## src/rtl/ioreg_pkg.sv

```systemverilog
package ioreg_pkg;

  // Target selected by an I/O offset
  typedef enum logic [1:0] {
    PORT_NONE = 2'd0,
    PORT_PTR  = 2'd1,
    PORT_CSR  = 2'd2,
    PORT_CFG  = 2'd3
  } port_e;

  // Offsets shared by both layouts or specific to one
  localparam int OFS_CSR   = 'h10;
  localparam int OFS_PTR_W = 'h12;
  localparam int OFS_CFG_W = 'h16;
  localparam int OFS_PTR_D = 'h14;
  localparam int OFS_CFG_D = 'h1C;

endpackage

```

## src/rtl/ioreg_decode.sv

```systemverilog
module ioreg_decode
  import ioreg_pkg::*;
#(
  parameter int ADDR_W = 5
) (
  input  logic              dword_mode,
  input  logic [ADDR_W-1:0] addr,
  output port_e             target
);

  localparam logic [ADDR_W-1:0] A_CSR   = ADDR_W'(OFS_CSR);
  localparam logic [ADDR_W-1:0] A_PTR_W = ADDR_W'(OFS_PTR_W);
  localparam logic [ADDR_W-1:0] A_CFG_W = ADDR_W'(OFS_CFG_W);
  localparam logic [ADDR_W-1:0] A_PTR_D = ADDR_W'(OFS_PTR_D);
  localparam logic [ADDR_W-1:0] A_CFG_D = ADDR_W'(OFS_CFG_D);

  logic [ADDR_W-1:0] ptr_ofs;
  logic [ADDR_W-1:0] cfg_ofs;

  always_comb begin
    ptr_ofs = dword_mode ? A_PTR_D : A_PTR_W;
    cfg_ofs = dword_mode ? A_CFG_D : A_CFG_W;
    if (addr == A_CSR) begin
      target = PORT_CSR;
    end else if (addr == ptr_ofs) begin
      target = PORT_PTR;
    end else if (addr == cfg_ofs) begin
      target = PORT_CFG;
    end else begin
      target = PORT_NONE;
    end
  end

endmodule

```

## src/rtl/ioreg_bank.sv

```systemverilog
module ioreg_bank #(
  parameter int DEPTH  = 8,
  parameter int DATA_W = 16,
  parameter int IDX_W  = 8
) (
  input  logic              clk,
  input  logic              rst_ni,
  input  logic              wr_en,
  input  logic [IDX_W-1:0]  idx,
  input  logic [DATA_W-1:0] wdata,
  output logic [DATA_W-1:0] rdata
);

  localparam logic [IDX_W:0] DEPTH_L = (IDX_W+1)'(DEPTH);

  logic              in_range;
  logic [DATA_W-1:0] regs_q [DEPTH];

  assign in_range = ({1'b0, idx} < DEPTH_L);

  for (genvar g = 0; g < DEPTH; g++) begin : g_entry
    logic              hit;
    logic              en;
    logic [DATA_W-1:0] d;

    always_comb begin
      hit = in_range && (idx == IDX_W'(g));
      en  = wr_en && hit;
      d   = en ? wdata : regs_q[g];
    end

    always_ff @(posedge clk or negedge rst_ni) begin
      if (!rst_ni) begin
        regs_q[g] <= '0;
      end else if (en) begin
        regs_q[g] <= d;
      end
    end
  end

  always_comb begin
    rdata = '0;
    for (int i = 0; i < DEPTH; i++) begin
      if (in_range && (idx == IDX_W'(i))) begin
        rdata = regs_q[i];
      end
    end
  end

endmodule

```

## src/rtl/ioreg_window.sv

```systemverilog
module ioreg_window
  import ioreg_pkg::*;
#(
  parameter int ADDR_W    = 5,
  parameter int BUS_W     = 32,
  parameter int DATA_W    = 16,
  parameter int IDX_W     = 8,
  parameter int CSR_DEPTH = 8,
  parameter int CFG_DEPTH = 6
) (
  input  logic              clk,
  input  logic              rst_n,
  input  logic              dword_strap,
  input  logic              soft_clr,
  input  logic              io_sel,
  input  logic              io_wr,
  input  logic [ADDR_W-1:0] io_addr,
  input  logic [BUS_W-1:0]  io_wdata,
  output logic [BUS_W-1:0]  io_rdata,
  output logic              io_ack
);

  localparam int PTR_PAD = BUS_W - IDX_W;
  localparam int DAT_PAD = BUS_W - DATA_W;

  // Reset synchronizer: asynchronous assert, synchronous release
  logic rst_meta_q;
  logic rst_ni_sync;

  always_ff @(posedge clk or negedge rst_n) begin
    if (!rst_n) begin
      rst_meta_q  <= 1'b0;
      rst_ni_sync <= 1'b0;
    end else begin
      rst_meta_q  <= 1'b1;
      rst_ni_sync <= rst_meta_q;
    end
  end

  // Layout strap, loaded only while reset is held
  logic mode_q;

  always_ff @(posedge clk) begin
    if (!rst_ni_sync) begin
      mode_q <= dword_strap;
    end
  end

  // Offset decode
  port_e target;

  ioreg_decode #(.ADDR_W(ADDR_W)) u_decode (
    .dword_mode (mode_q),
    .addr       (io_addr),
    .target     (target)
  );

  logic rd_go;
  logic wr_go;
  logic ptr_we;
  logic csr_we;
  logic cfg_we;

  always_comb begin
    wr_go  = io_sel && io_wr;
    rd_go  = io_sel && !io_wr;
    ptr_we = wr_go && (target == PORT_PTR);
    csr_we = wr_go && (target == PORT_CSR);
    cfg_we = wr_go && (target == PORT_CFG);
  end

  // Pointer register: next state then register
  logic [IDX_W-1:0] ptr_q;
  logic [IDX_W-1:0] ptr_d;
  logic             ptr_en;

  always_comb begin
    ptr_en = soft_clr || ptr_we;
    if (soft_clr) begin
      ptr_d = '0;
    end else if (ptr_we) begin
      ptr_d = io_wdata[IDX_W-1:0];
    end else begin
      ptr_d = ptr_q;
    end
  end

  always_ff @(posedge clk or negedge rst_ni_sync) begin
    if (!rst_ni_sync) begin
      ptr_q <= '0;
    end else if (ptr_en) begin
      ptr_q <= ptr_d;
    end
  end

  // Register banks
  logic [DATA_W-1:0] csr_rdata;
  logic [DATA_W-1:0] cfg_rdata;

  ioreg_bank #(
    .DEPTH  (CSR_DEPTH),
    .DATA_W (DATA_W),
    .IDX_W  (IDX_W)
  ) u_csr_bank (
    .clk    (clk),
    .rst_ni (rst_ni_sync),
    .wr_en  (csr_we),
    .idx    (ptr_q),
    .wdata  (io_wdata[DATA_W-1:0]),
    .rdata  (csr_rdata)
  );

  ioreg_bank #(
    .DEPTH  (CFG_DEPTH),
    .DATA_W (DATA_W),
    .IDX_W  (IDX_W)
  ) u_cfg_bank (
    .clk    (clk),
    .rst_ni (rst_ni_sync),
    .wr_en  (cfg_we),
    .idx    (ptr_q),
    .wdata  (io_wdata[DATA_W-1:0]),
    .rdata  (cfg_rdata)
  );

  // Read mux
  always_comb begin
    io_rdata = '0;
    if (rd_go) begin
      unique case (target)
        PORT_PTR: io_rdata = {{PTR_PAD{1'b0}}, ptr_q};
        PORT_CSR: io_rdata = {{DAT_PAD{1'b0}}, csr_rdata};
        PORT_CFG: io_rdata = {{DAT_PAD{1'b0}}, cfg_rdata};
        default:  io_rdata = '0;
      endcase
    end
  end

  assign io_ack = io_sel;

endmodule

```

## config.mk

```make
export PLATFORM = sky130hd
export DESIGN_NAME = ioreg_window
export DESIGN_NICKNAME = d
export VERILOG_FILES = /design/src/rtl/ioreg_pkg.sv /design/src/rtl/ioreg_decode.sv /design/src/rtl/ioreg_bank.sv /design/src/rtl/ioreg_window.sv
export SDC_FILE = /design/constraint.sdc
export NUM_CORES = 1
export LEC_CHECK = 0
export CELL_PAD_IN_SITES_DETAIL_PLACEMENT = 0
export CELL_PAD_IN_SITES_GLOBAL_PLACEMENT = 2
export CORE_ASPECT_RATIO = 0.9
export CORE_MARGIN = 2
export CORE_UTILIZATION = 43
export CTS_BUF_LIST = sky130_fd_sc_hd__clkbuf_8
export DETAILED_ROUTE_END_ITERATION = 7
export PLACE_DENSITY_LB_ADDON = 0.05
export SETUP_SLACK_MARGIN = 0.05
export SYNTH_ARGS = -nofsm -noshare
export SYNTH_HDL_FRONTEND = slang
export SYNTH_SLANG_ARGS = --single-unit
```

## constraint.sdc

```tcl
create_clock -name clk -period 8.34 [get_ports clk]
set_input_delay 1.251 -clock clk [delete_from_list [all_inputs] [get_ports clk]]
set_output_delay 1.251 -clock clk [all_outputs]
set_load 0.1 [all_outputs]
```

==> metrics.md <==
| Metric | Value |
|---|---|
| Status | finished clean |
| CTS Buf Count | 43 |
| Clock Tree Root | clkbuf_8 |
| Largest stage delay, worst path | 1.21 ns |
| Number of global-route vias before repair | 8180 |
| Final Critical Period | 6.17 ns |
| Peak supply drop | 106 uV |
| Yosys warns | 0 |
| Final #Nets | 982 |
| Post-CTS Setup Inserts | 0 |
| Final Hold Fails | 0 |
| Number of max-cap violations | 0 |
| Most common cell after layout, fill and taps aside | dfrtp_1 |
| Vias/cell | 5.77 |
| Critical setup path kind | primary input to output pin |
| Slew Viols, Final | 0 |
| Critical Path, Cell by Cell | clkdlybuf4s50_1, or3b_1, nor3_4, buf_4, o31ai_2, buf_4, a31oi_1, clkdlybuf4s50_1 |
| Post-synth EDFFs | 1 |
| Async SR Flop Fraction | 0.996 |
| Worst Tran Pin Value | 1.16 ns |
| Port Buf Inserts | 43 |
| Setup TNS | 0 ns |
| CTS Buffer Depth | 3 |
| Commonest cells after routing, fill and taps aside | dfrtp_1, mux2_2, clkbuf_8, clkdlybuf4s50_1, nor2_1 |
| Power per cell area | 186 nW/um^2 |
| Row cnt | 57 |
| Final setup vio count | 0 |
| Fin crit share | 0.739 |
| Total wire length | 32400 um |
| Register bit count reported by yosys | 235 |
| Final HPWL DP | 19700 um |
| All-Layer GR Usage | 0.236 |
| CTS Sinks | 235 |
| Syn Inst Count | 903 |
| Share of cells above drive strength 1 | 0.376 |
| DRC violations left | 0 |
| CTS clk-pin slew, worst paths | 0.06 ns |
| Crit path max fanout | 13 |
| Sequential area share after synthesis | 0.507 |
| Highest-delay cell along the critical path | clkdlybuf4s50_1 |
| Syn_area_per_cell | 12.8 um^2 |
| DRT iter0 DRCs | 470 |
| Die Ht | 160 um |
| Clock latency on the worst-skew pair | 0.54 ns |
| DR WL/cell | 24.5 um |
| GPL Wtd Cong | 0.766 |
| Crit. End Element | output pin |
| Via total after detailed routing | 7639 |
| Post-Syn Area | 11600 um^2 |
| RSZ-0062 raised after global routing | false |
| PostCTS Resize Cnt | 0 |
| # diodes | 0 |
| Synth unique cells | 63 |
| CTS tree | built |
| First-pass GRT wire length | 50500 um |
| Lkg Pwr | 6.08 nW |
| Worst Path Arrival | 4.92 ns |
| CTS Hold Bufs | 0 |
| Max-slew headroom | 0.225 |
| DP Worst Slack | 2.19 ns |
| Die Span X | 177 um |
| DRT Pass-1 Iters | 5 |
| Initial core utilization | 0.434 |
| H-tree depth | 2 |
| Critical Path Start Type | primary input |
| CP required | 7.09 ns |
| Setup WS post-layout | 2.17 ns |
| # IOs | 76 |
| Total Die Area | 28300 um^2 |
| Congestion Overflow GR | 0 |
| Largest net degree at the start of global routing | 79 |
| Antenna viol nets, final | 0 |
| Final Skew | 0.0187 ns |
| Fin Hold WS | 0.224 ns |
| Initial antenna violation count | 0 |
| Area grow syn2layout | 12.9% |
| Fmax | 162 MHz |
| Core ar. | 26700 um^2 |
| Top_reg_cell synth | dfrtp_1 |
| Hold Path Class | flop to async pin |
## cell type report
cell class,count,area (um^2)
clock inverters,20,87.6
multi-input cells,588,5270
repair buffers,69,626
inverters,2,7.51
well taps,354,443
flip-flops and latches,235,5890
clock buffers,56,771
fillers,2357,13700
## cells in the mapped netlist, types with 3 or more instances
master	n	area (um^2)
mux2i_1	32	320
o22ai_1	15	93.8
buf_6	3	33.8
nand3b_1	3	22.5
nand4_1	4	25.0
nor3_4	9	146
a2bb2oi_1	13	114
nor3_1	11	55.1
and3_1	3	18.8
mux2_1	3	33.8
nand4b_1	3	26.3
buf_4	27	203
a211oi_1	8	60.1
mux2_4	30	450
a21oi_1	22	110
clkbuf_1	47	176
o211ai_1	7	52.6
o221ai_1	17	149
o2bb2ai_1	3	26.3
nor2b_1	14	87.6
nand2_1	21	78.8
o32ai_1	8	70.1
nor2_1	42	158
a31oi_1	7	43.8
nand2b_1	5	31.3
buf_2	11	55.1
o21ai_0	30	150
dfrtp_1	234	5860
a22oi_1	6	45.0
mux2_2	217	2440
buf_1	3	11.3
## logic make-up (layout without fill, tap and decap cells)
family	count (synthesis)	in the layout	share of synthesized area
other	2	17	0.000647
multiplexers	284	284	0.284
AO/OA/AOI/OAI	150	150	0.0905
flip-flops	235	235	0.507
buffers and inverters	95	147	0.0445
AND/OR/NAND/NOR	137	137	0.0730
## report_power, final
group	switching (W)	leakage (nW)	total (W)	internal, W
clock network	0.000480	0.494	0.00108	0.000599
registers	0.0000150	3.25	0.00118	0.00117
logic	0.000110	2.34	0.000171	0.0000616
## sequential cells by signal (all words and copies together) (netlist names)
| name | flops |
|---|---|
| u_cfg_bank.regs_q | 96 |
| mode_q | 1 |
| rst_ni_sync | 1 |
| ptr_q | 8 |
| rst_meta_q | 1 |
| u_csr_bank.regs_q | 128 |
## metrics by stage
stage	power [W]	std cells	cell area [um^2]	util
after floorplan	0.00133	918	11700	-
after global placement	0.00137	1248	12200	0.457
after detailed placement	0.00137	1248	12200	0.457
after CTS	0.00246	1324	13100	0.490
after global routing	0.00254	1324	13100	0.490
final	0.00243	1324	13100	0.490
## metal layers
layer,part of all wire,track usage,wire [um],vias to the layer above
li1,-,-,-,3378
met1,0.44,0.319,14200,3992
met2,0.49,0.389,15700,199
met3,0.044,0.0355,1430,70
met4,0.031,0.0796,997,0
met5,0,0,0,-
## path summary, 6_finish.rpt
kind                                       start                                 to  slack [ns]  cells past startpoint
min reg2reg                rst_ni_sync$_DFF_PN0_  u_csr_bank.regs_q[36]$_DFFE_PN0P_        0.22                      0
min                        rst_ni_sync$_DFF_PN0_  u_csr_bank.regs_q[36]$_DFFE_PN0P_        0.22                      0
max reg2reg                 ptr_q[0]$_DFFE_PN0P_  u_csr_bank.regs_q[39]$_DFFE_PN0P_        4.36                      5
max in group asynchronous  rst_ni_sync$_DFF_PN0_               ptr_q[3]$_DFFE_PN0P_        6.07                      2
max                                   io_addr[4]                        io_rdata[6]        2.17                      8
min in group clk            rst_meta_q$_DFF_PN0_              rst_ni_sync$_DFF_PN0_        0.35                      0
## critical path, delay by kind of cell
family	cells	cell delay (ns)
buf+inv	4	2.28
simple gates	2	0.95
compound gates	2	0.42
No activity file was read; power rests on OpenSTA's default activity.
